$ cat src/rtl/lcd_refresh_pkg.sv
package lcd_refresh_pkg;
  localparam int GAP_CHARS   = 8;  // suspension length per line
  localparam int LATCH_CHARS = 2;  // latch high for gap slots 0..LATCH_CHARS-1
  localparam int CE_SLOT     = 2;  // chip-enable gap slot
  localparam int BUSY_FIRST  = 1;  // busy from this gap slot to end of gap
endpackage

$ cat src/rtl/lcd_dot_div.sv
module lcd_dot_div #(
  parameter int HP_W = 3
) (
  input  logic            clk_i,
  input  logic            rst_ni,
  input  logic            run_i,
  input  logic [HP_W-1:0] hp_m1_i,
  output logic            tick_o,
  output logic            chr_clk_o
);
  logic [HP_W-1:0] dot_q;

  assign tick_o    = run_i && (dot_q == hp_m1_i);
  assign chr_clk_o = dot_q > (hp_m1_i >> 1);

  always_ff @(posedge clk_i or negedge rst_ni) begin
    if (!rst_ni)    dot_q <= '0;
    else if (run_i) dot_q <= (dot_q == hp_m1_i) ? '0 : dot_q + 1'b1;
  end

  a_r1_dot_bound: assert property (@(posedge clk_i) disable iff (!rst_ni)
    dot_q <= hp_m1_i);
  a_r1_fall_on_tick: assert property (@(posedge clk_i) disable iff (!rst_ni)
    $fell(chr_clk_o) |-> $past(tick_o));
endmodule

$ cat src/rtl/lcd_line_timer.sv
module lcd_line_timer
  import lcd_refresh_pkg::*;
#(
  parameter int HN_W  = 7,
  localparam int COL_W = HN_W + 1
) (
  input  logic             clk_i,
  input  logic             rst_ni,
  input  logic             tick_i,
  input  logic [HN_W-1:0]  hn_m1_i,
  output logic [COL_W-1:0] col_o,
  output logic             line_end_o,
  output logic             busy_o,
  output logic             latch_o,
  output logic             ce_o
);
  logic [COL_W-1:0] col_q, hn, last, gap_idx;
  logic             in_gap;

  assign hn      = {1'b0, hn_m1_i} + 1'b1;
  assign last    = {1'b0, hn_m1_i} + COL_W'(GAP_CHARS);
  assign in_gap  = col_q >= hn;
  assign gap_idx = col_q - hn;

  assign busy_o     = in_gap && (gap_idx >= COL_W'(BUSY_FIRST));
  assign latch_o    = in_gap && (gap_idx <  COL_W'(LATCH_CHARS));
  assign ce_o       = in_gap && (gap_idx == COL_W'(CE_SLOT));
  assign line_end_o = tick_i && (col_q == last);
  assign col_o      = col_q;

  always_ff @(posedge clk_i or negedge rst_ni) begin
    if (!rst_ni)     col_q <= '0;
    else if (tick_i) col_q <= (col_q == last) ? '0 : col_q + 1'b1;
  end

  a_r2_col_bound: assert property (@(posedge clk_i) disable iff (!rst_ni)
    col_q <= last);
  a_r6_busy_in_gap: assert property (@(posedge clk_i) disable iff (!rst_ni)
    busy_o |-> (col_q >= hn));
  a_r6_latch_ce_excl: assert property (@(posedge clk_i) disable iff (!rst_ni)
    !(latch_o && ce_o));
  a_r2_end_in_busy: assert property (@(posedge clk_i) disable iff (!rst_ni)
    line_end_o |-> busy_o);
endmodule

$ cat src/rtl/lcd_frame_seq.sv
module lcd_frame_seq #(
  parameter int ADDR_W = 16,
  parameter int HN_W   = 7,
  parameter int VP_W   = 4,
  parameter int DUTY_W = 8
) (
  input  logic              clk_i,
  input  logic              rst_ni,
  input  logic              load_i,
  input  logic              line_end_i,
  input  logic [HN_W-1:0]   hn_m1_i,
  input  logic [VP_W-1:0]   vp_m1_i,
  input  logic [DUTY_W-1:0] duty_m1_i,
  input  logic              gfx_i,
  input  logic [ADDR_W-1:0] start_i,
  output logic [ADDR_W-1:0] base_o,
  output logic [ADDR_W-1:0] lbase_o,
  output logic [VP_W-1:0]   raster_o,
  output logic              first_line_o,
  output logic              alt_o,
  output logic              frame_end_o
);
  logic [DUTY_W:0]    lines, rows, vp_n;
  logic [ADDR_W-1:0]  hn_a, offset, base_q, lbase_q;
  logic [DUTY_W-1:0]  row_q;
  logic [VP_W-1:0]    ras_q;
  logic               alt_q;

  assign lines  = {1'b0, duty_m1_i} + 1'b1;
  assign vp_n   = (DUTY_W+1)'(vp_m1_i) + 1'b1;
  assign rows   = gfx_i ? lines : lines / vp_n;  // sampled only at frame load
  assign hn_a   = ADDR_W'(hn_m1_i) + 1'b1;
  assign offset = ADDR_W'(rows) * hn_a;

  assign frame_end_o  = line_end_i && (row_q == duty_m1_i);
  assign first_line_o = row_q == '0;
  assign base_o       = base_q;
  assign lbase_o      = lbase_q;
  assign raster_o     = ras_q;
  assign alt_o        = alt_q;

  always_ff @(posedge clk_i or negedge rst_ni) begin
    if (!rst_ni) begin
      row_q   <= '0;
      ras_q   <= '0;
      base_q  <= '0;
      lbase_q <= '0;
      alt_q   <= 1'b0;
    end else if (load_i || frame_end_o) begin
      row_q   <= '0;
      ras_q   <= '0;
      base_q  <= start_i;
      lbase_q <= start_i + offset;
      if (frame_end_o) alt_q <= ~alt_q;
    end else if (line_end_i) begin
      row_q <= row_q + 1'b1;
      if (gfx_i || ras_q == vp_m1_i) begin
        ras_q   <= '0;
        base_q  <= base_q + hn_a;
        lbase_q <= lbase_q + hn_a;
      end else begin
        ras_q <= ras_q + 1'b1;
      end
    end
  end

  a_r5_raster_bound: assert property (@(posedge clk_i) disable iff (!rst_ni)
    ras_q <= vp_m1_i);
  a_r4_gfx_raster_zero: assert property (@(posedge clk_i) disable iff (!rst_ni)
    gfx_i |-> (ras_q == '0));
  a_r7_alt_at_frame_end: assert property (@(posedge clk_i) disable iff (!rst_ni)
    !$stable(alt_q) |-> $past(frame_end_o));
  a_r7_first_line_follows: assert property (@(posedge clk_i) disable iff (!rst_ni)
    frame_end_o |=> first_line_o);
  a_r10_base_holds_midline: assert property (@(posedge clk_i) disable iff (!rst_ni)
    (!$past(load_i) && !$past(line_end_i)) |-> $stable(base_q));
endmodule

$ cat src/rtl/lcd_refresh_gen.sv
module lcd_refresh_gen #(
  parameter int ADDR_W = 16,
  parameter int HP_W   = 3,
  parameter int VP_W   = 4,
  parameter int HN_W   = 7,
  parameter int DUTY_W = 8
) (
  input  logic              clk_i,
  input  logic              rst_ni,
  input  logic [HP_W-1:0]   hp_m1_i,
  input  logic [VP_W-1:0]   vp_m1_i,
  input  logic [HN_W-1:0]   hn_m1_i,
  input  logic [DUTY_W-1:0] duty_m1_i,
  input  logic              gfx_mode_i,
  input  logic [ADDR_W-1:0] start_addr_i,
  input  logic              disp_en_i,
  input  logic [ADDR_W-1:0] cpu_addr_i,
  input  logic              addr_en_i,
  output logic              chr_clk_o,
  output logic [ADDR_W-1:0] mem_addr_o,
  output logic [VP_W-1:0]   raster_o,
  output logic              addr_oe_o,
  output logic              line_latch_o,
  output logic              chip_en_o,
  output logic              busy_o,
  output logic              frame_o,
  output logic              frame_alt_o
);
  localparam int COL_W = HN_W + 1;

  logic              pend_q, tick, line_end, frame_end;
  logic [COL_W-1:0]  col;
  logic [ADDR_W-1:0] base, lbase, refresh_addr;

  // one load cycle after reset to pick up the start address
  always_ff @(posedge clk_i or negedge rst_ni) begin
    if (!rst_ni) pend_q <= 1'b1;
    else         pend_q <= 1'b0;
  end

  lcd_dot_div #(.HP_W(HP_W)) u_dot (
    .clk_i, .rst_ni, .run_i(!pend_q), .hp_m1_i,
    .tick_o(tick), .chr_clk_o
  );

  lcd_line_timer #(.HN_W(HN_W)) u_line (
    .clk_i, .rst_ni, .tick_i(tick), .hn_m1_i,
    .col_o(col), .line_end_o(line_end), .busy_o,
    .latch_o(line_latch_o), .ce_o(chip_en_o)
  );

  lcd_frame_seq #(.ADDR_W(ADDR_W), .HN_W(HN_W), .VP_W(VP_W), .DUTY_W(DUTY_W)) u_frame (
    .clk_i, .rst_ni, .load_i(pend_q), .line_end_i(line_end),
    .hn_m1_i, .vp_m1_i, .duty_m1_i, .gfx_i(gfx_mode_i), .start_i(start_addr_i),
    .base_o(base), .lbase_o(lbase), .raster_o, .first_line_o(frame_o),
    .alt_o(frame_alt_o), .frame_end_o(frame_end)
  );

  assign refresh_addr = (chr_clk_o ? lbase : base) + ADDR_W'(col);
  assign mem_addr_o   = disp_en_i ? refresh_addr : cpu_addr_i;
  assign addr_oe_o    = addr_en_i;

  a_r10_load_once: assert property (@(posedge clk_i) disable iff (!rst_ni)
    !pend_q |=> !pend_q);
  a_r7_frame_end_on_tick: assert property (@(posedge clk_i) disable iff (!rst_ni)
    frame_end |-> tick);
endmodule

$ cat config.mk
export PLATFORM = sky130hd
export DESIGN_NAME = lcd_refresh_gen
export DESIGN_NICKNAME = d
export VERILOG_FILES = /design/src/rtl/lcd_refresh_pkg.sv /design/src/rtl/lcd_dot_div.sv /design/src/rtl/lcd_line_timer.sv /design/src/rtl/lcd_frame_seq.sv /design/src/rtl/lcd_refresh_gen.sv
export SDC_FILE = /design/constraint.sdc
export NUM_CORES = 1
export LEC_CHECK = 0
export ABC_AREA = 0
export BUFFER_PORTS_ARGS = -buffer_cell sky130_fd_sc_hd__buf_2
export CORE_MARGIN = 2
export CORE_UTILIZATION = 51
export DETAILED_ROUTE_END_ITERATION = 8
export GPL_TIMING_DRIVEN = 0
export PLACE_DENSITY = 0.7
export SLEW_MARGIN = 20
export SYNTH_ARGS = -nofsm -noshare
export SYNTH_HDL_FRONTEND = slang
export SYNTH_SLANG_ARGS = --single-unit
$ cat constraint.sdc
create_clock -name clk_i -period 13.8 [get_ports clk_i]
set_clock_uncertainty 0.2 [all_clocks]
set_input_delay 2.76 -clock clk_i [delete_from_list [all_inputs] [get_ports clk_i]]
set_output_delay 2.76 -clock clk_i [all_outputs]
set_load 0.03 [all_outputs]
# After elaboration in Yosys (flattened, before gate mapping)
# Index checks and enable logic that the tools add are counted.
# op_classes
reduce_logical	14
n_div	1
n_addsub	14
n_lt_le_gt_ge	4
n_eq_ne	5
multipliers	1
shift	0
bitwise	1
mux	16
# op_table
cell	count
$mux 16	8
$add 16x16->16	3
$mux 8	3
$add 16x8->16	1
$add 7x1->8 const B	2
$add 8x1->8 const B	2
$eq 8x8->1	2
$mul 9x16->16	1
$mux 4	3
$add 8x1->9 const B	1
$div 9x9->9	1
$mux 9	1
$add 7x4->8 const B	1
$eq 8x2->1 const B	1
$ge 8x1->1 const B	1
$ge 8x8->1	1
$logic_not 8->1	1
$lt 8x2->1 const B	1
$sub 8x8->8	1
$logic_and 1x1->1	6
$add 4x1->5 const B	1
$add 4x1->4 const B	1
$eq 4x4->1	1
$reduce_and 2->1	2
8 further kinds	10
# totals
latch_bits	0
mem_bits_rw	0
mem_bits_ro	0
mem_count	0
wordCells	64
reg_bits	57
inputBits	59
output_inout_bits	27

# Depth between registers and ports, before layout
# logic_depth
ltp_word	7
mapped_depth	85

# By module
# From an unflattened synthesis, not the netlist that was laid out.
# hier_totals
hier_cells	1263
hier_area_um2	10069.7
# modules_own_cells
module	area_per_inst_um2	cells_each	seq_area_each_um2	n_inst
lcd_frame_seq	7762.4	977	1126.1	1
lcd_line_timer	1036.0	124	200.2	1
lcd_refresh_gen	1021.0	135	26.3	1
lcd_dot_div	250.2	27	75.1	1

# Least setup slack after synthesis
# No wires, ideal clock.
# synth_path
kind	input to register
from	in duty_m1_i[0]
to	reg u_frame.lbase_q[13], in the netlist u_frame.lbase_o[13]
slack_ns	-4.949
setup_time_ns	0.126
cell_stages	76
arrival_ns	18.423
path_buffers	0
path_cell_list	ha_1 -> nand2_1 -> or2_1 -> nor2_1 -> ha_1 -> nand2_1 -> o22a_1 -> a21oi_1 -> ha_1 -> nor3_1 -> or3_1 -> nor2_1 -> mux2_2 -> ha_1 -> and3_1 -> nand4_2 -> o2111a_1 -> o21ai_2 -> [... 40 more ...] -> nand2_1 -> a211o_2 -> o211ai_1 -> fa_1 -> fa_1 -> fa_1 -> fa_1 -> inv_1 -> ha_1 -> a21boi_0 -> o21ai_0 -> a21boi_0 -> o21ai_0 -> a21boi_0 -> o21ai_0 -> and2_1 -> xnor2_1 -> a221o_1
# synth_via
elab_chain_len	6
word_cells_on_any_way	12
# synth_rtl
item	line_no	source
from (decl)	lcd_refresh_gen.sv:13	input logic [DUTY_W-1:0] duty_m1_i,
$add 8x1->9	lcd_frame_seq.sv:29	assign lines = {1'b0, duty_m1_i} + 1'b1;
$div 9x9->9	lcd_frame_seq.sv:31	assign rows = gfx_i ? lines : lines / vp_n;
$mux 9	lcd_frame_seq.sv:31	
$mul 9x16->16	lcd_frame_seq.sv:33	assign offset = ADDR_W'(rows) * hn_a;
$add 16x16->16	lcd_frame_seq.sv:53	lbase_q <= start_i + offset;
$mux 16	lcd_frame_seq.sv:49	end else if (load_i || frame_end_o) begin
to (signal assigned)	lcd_frame_seq.sv:53	
to (signal assigned)	lcd_frame_seq.sv:60	lbase_q <= lbase_q + hn_a;
to (decl)	lcd_frame_seq.sv:24	logic [ADDR_W-1:0] hn_a, offset, base_q, lbase_q;
# Parallel ways exist; a longest one is shown, timed or not.
# A chain may end at the register's enable or synchronous reset.

# Worst setup path in the final report
# Same ends and word-level chain as after synthesis.

==> flow_summary.ini <==
[sta]
final-hold-violation-count = 0
maxClockFrequency_mhz = 56.1
min_period_over_period_pct = 129
grt_setup_unrepaired = true
finalWorstSetupSlack_ps = -4020
finalSetupTns_ps = -50070
setup_violations = 16
finalHoldWorstSlack_ps = 268
max_slew.worst_pin.slew_ps = 1110
worst_slew_margin_rel_pct = 25.6
finalCriticalPeriod_ps = 17820
maxSlewViolCount = 0

[drt]
dr.pass1.iters = 7
drc = 0
wl_um = 29800
post_drt_wl_per_cell_um = 17.8
vias_per_cell = 5.71
antenna_violating_nets_post_route = 0
route.vias.total = 9549
first_iter_violations = 593

[critical_path]
cp_data_arrival_time_ps = 17840
crit_fanout = 5
slowest_delay_ps = 540
endpoint_kind = flip-flop
cp.depth = 77
cp_common_cell = sky130_fd_sc_hd__ha_4
timing.critical_path.max_delay_family = compound AO/OA/AOI/OAI gates
setup.worst_path.class = input pin to flip-flop
crit_required_ps = 13830
worst_path_max_delay_cell = sky130_fd_sc_hd__fa_1
rr_startpoint = u_dot.dot_q[1]
rrSetupSlack_ps = 9670
timing.rr.end = u_frame.lbase_o[0]
setup.worst_path.start_class = input pin
timing.critical_path.buf_inv = 4
worstRegToRegCells = 11

[logic_synthesis]
ys_seq_elements = 57
yosysSeqAreaShare_pct = 14.5
synth_top_cells_by_area = sky130_fd_sc_hd__ha_1, sky130_fd_sc_hd__dfrtp_1, sky130_fd_sc_hd__fa_1
synth_enable_flop_cells = 0
ys_warn_count = 0
synthesis.area_per_instance_um2 = 8.05
syn_inst = 1224
netlist.top_cell.by_area = sky130_fd_sc_hd__ha_1
syn-cell-area_um2 = 9860
synth_cell_types = 87
synthFlopType = sky130_fd_sc_hd__dfrtp_1
synthesis.nets = 1458
synth-async-reset-ratio_pct = 100
yosysTopAreaCellShare_pct = 14.6

[place]
post_placement_setup_slack_ps = -5270
place.gp.congestion = 0.920
dp.final_hpwl_um = 21700
portBuffers = 78

[clocking]
max-clock-path-buffers = 2
clockRootBuffer = sky130_fd_sc_hd__clkbuf_16
tritoncts_clock_tree = built
clk_pin_slew_worst_paths_ps = 60
cts-buffers-inserted = 9
clock_sinks = 57
clock_latency_ps = 340
cts_htree_levels = 3

[hold_path]
holdCritStartpoint = u_frame.alt_o
holdCritPathClass = flip-flop to flip-flop
hold-path-cell-count = 1
holdPathEnd = u_frame.alt_o

[finish]
multiInputGateArea_um2 = 8530
fin_nets = 1640
regArea_um2 = 1430
syn_to_final_growth_pct = 25.9
final_util_pct = 65.9
filler_cell_count = 1578
drive_above_1_share_pct = 26.8
n_antenna_cell = 0

[die]
number_of_i_o_pins = 86
die-width_um = 143
floorplan.core_area_um2 = 18800
die_area_um2 = 20500
floorplan.initialDensity_pct = 52.4
die_height_um = 143
rows = 50

[grt]
first_global_vias = 9517
overall_global_routing_usage_pct = 29.9
grt_remaining_overflow = 0
grt_antenna_before_repair = 0
wire_length_of_the_first_global_routing_pass_um = 48200
grt_start_max_net_pins = 58

[status]
status = finished with violations
failing_checks = negative setup slack

[run]
drv.max_cap_violation_count = 0
logic make-up after synthesis:
kind of cell	synth area share [%]
flops	14.5
other cells	0.0380
simple gates	18.5
compound gates	19.0
fa+ha+maj	26.8
xor+xnor	8.97
mux	5.33
buf+inv	6.94
cell type report:
| class | count | share of cell area [%] |
|---|---|---|
| inverters | 132 | 3.99 |
| clock inverters | 7 | 0.574 |
| flip-flops and latches | 57 | 11.5 |
| clock buffers | 9 | 1.81 |
| well taps | 260 | 2.62 |
| multi-input cells | 997 | 68.7 |
| repair buffers | 171 | 9.28 |
| plain buffers | 38 | 1.52 |
cells in the final DEF (no fill, tap or decap), types with 26 or more instances in the layout:
master and count:
sky130_fd_sc_hd__inv_1 118, sky130_fd_sc_hd__dfrtp_1 56, sky130_fd_sc_hd__clkbuf_1 26, sky130_fd_sc_hd__fa_1 56, sky130_fd_sc_hd__a21oi_1 73, sky130_fd_sc_hd__xnor2_1 53, sky130_fd_sc_hd__ha_1 93, sky130_fd_sc_hd__buf_2 74
sky130_fd_sc_hd__nand2_1 130, sky130_fd_sc_hd__buf_4 90, sky130_fd_sc_hd__o21ai_0 38, sky130_fd_sc_hd__xor2_1 38, sky130_fd_sc_hd__nor2_1 97
Yosys cell counts, drive strengths merged, types with 5 or more instances:
master	n
o211ai	7
o21bai	8
nor3	22
o21ai	70
o31a	5
and3	8
a31oi	13
nand2	140
nand2b	9
nand3	24
nand4	15
nor4	8
mux2i	18
inv	130
o22a	5
xnor2	63
o21a	15
clkbuf	28
or2	10
mux2	30
and2	18
a21o	20
nor2	102
a21oi	92
a211oi	6
o31ai	5
or3	7
dfrtp	56
xor2	38
buf	9
nor2b	13
a21boi	11
ha	115
o22ai	8
fa	60
sequential cells by signal (all words and copies together) (netlist names):
name	cells
u_frame.lbase_o	16
u_frame.alt_o	1
u_frame.base_o	16
u_frame.row_q	8
u_line.col_o	8
u_dot.dot_q	3
u_frame.raster_o	4
pend_q	1
repair_timing:
item / in CTS / in global routing
hold endpoints to repair: 0 / 0
pin swaps: 79 / 44
hold buffers: 0 / 0
resized for setup: 69 / 36
setup buffers: 75 / 19
setup endpoints to repair: 16 / 16
worst max-delay path by stage:
stage,start,to,slack (ps)
3_5_place_dp,duty_m1_i[0],u_frame.lbase_o[13],-5270
4_1_cts,duty_m1_i[0],u_frame.lbase_o[13],-3770
3_3_place_gp,duty_m1_i[0],u_frame.lbase_o[13],-5170
6_report,duty_m1_i[0],u_frame.lbase_o[13],-4020
2_1_floorplan,duty_m1_i[1],u_frame.lbase_o[13],-3470
5_1_grt,duty_m1_i[0],u_frame.lbase_o[13],-4670
stage by stage:
stage | instance area [um^2] | std cells
after floorplan | 10200 | 1224
after global placement | 10900 | 1562
after detailed placement | 10900 | 1562
after CTS | 12100 | 1652
after global routing | 12400 | 1671
final | 12400 | 1671
layer usage:
metal | part of all wire, % | vias to the layer above | wire, um | track usage [%]
li1 | - | 4560 | - | -
met1 | 41 | 4515 | 12300 | 38.1
met2 | 48 | 378 | 14300 | 50.6
met3 | 6.4 | 96 | 1890 | 3.59
met4 | 4.4 | 0 | 1300 | 14.0
met5 | 0 | - | 0 | 0
Power is not shown: default switching activity piles up to over one toggle a cycle in this logic, so the estimate is an artifact.
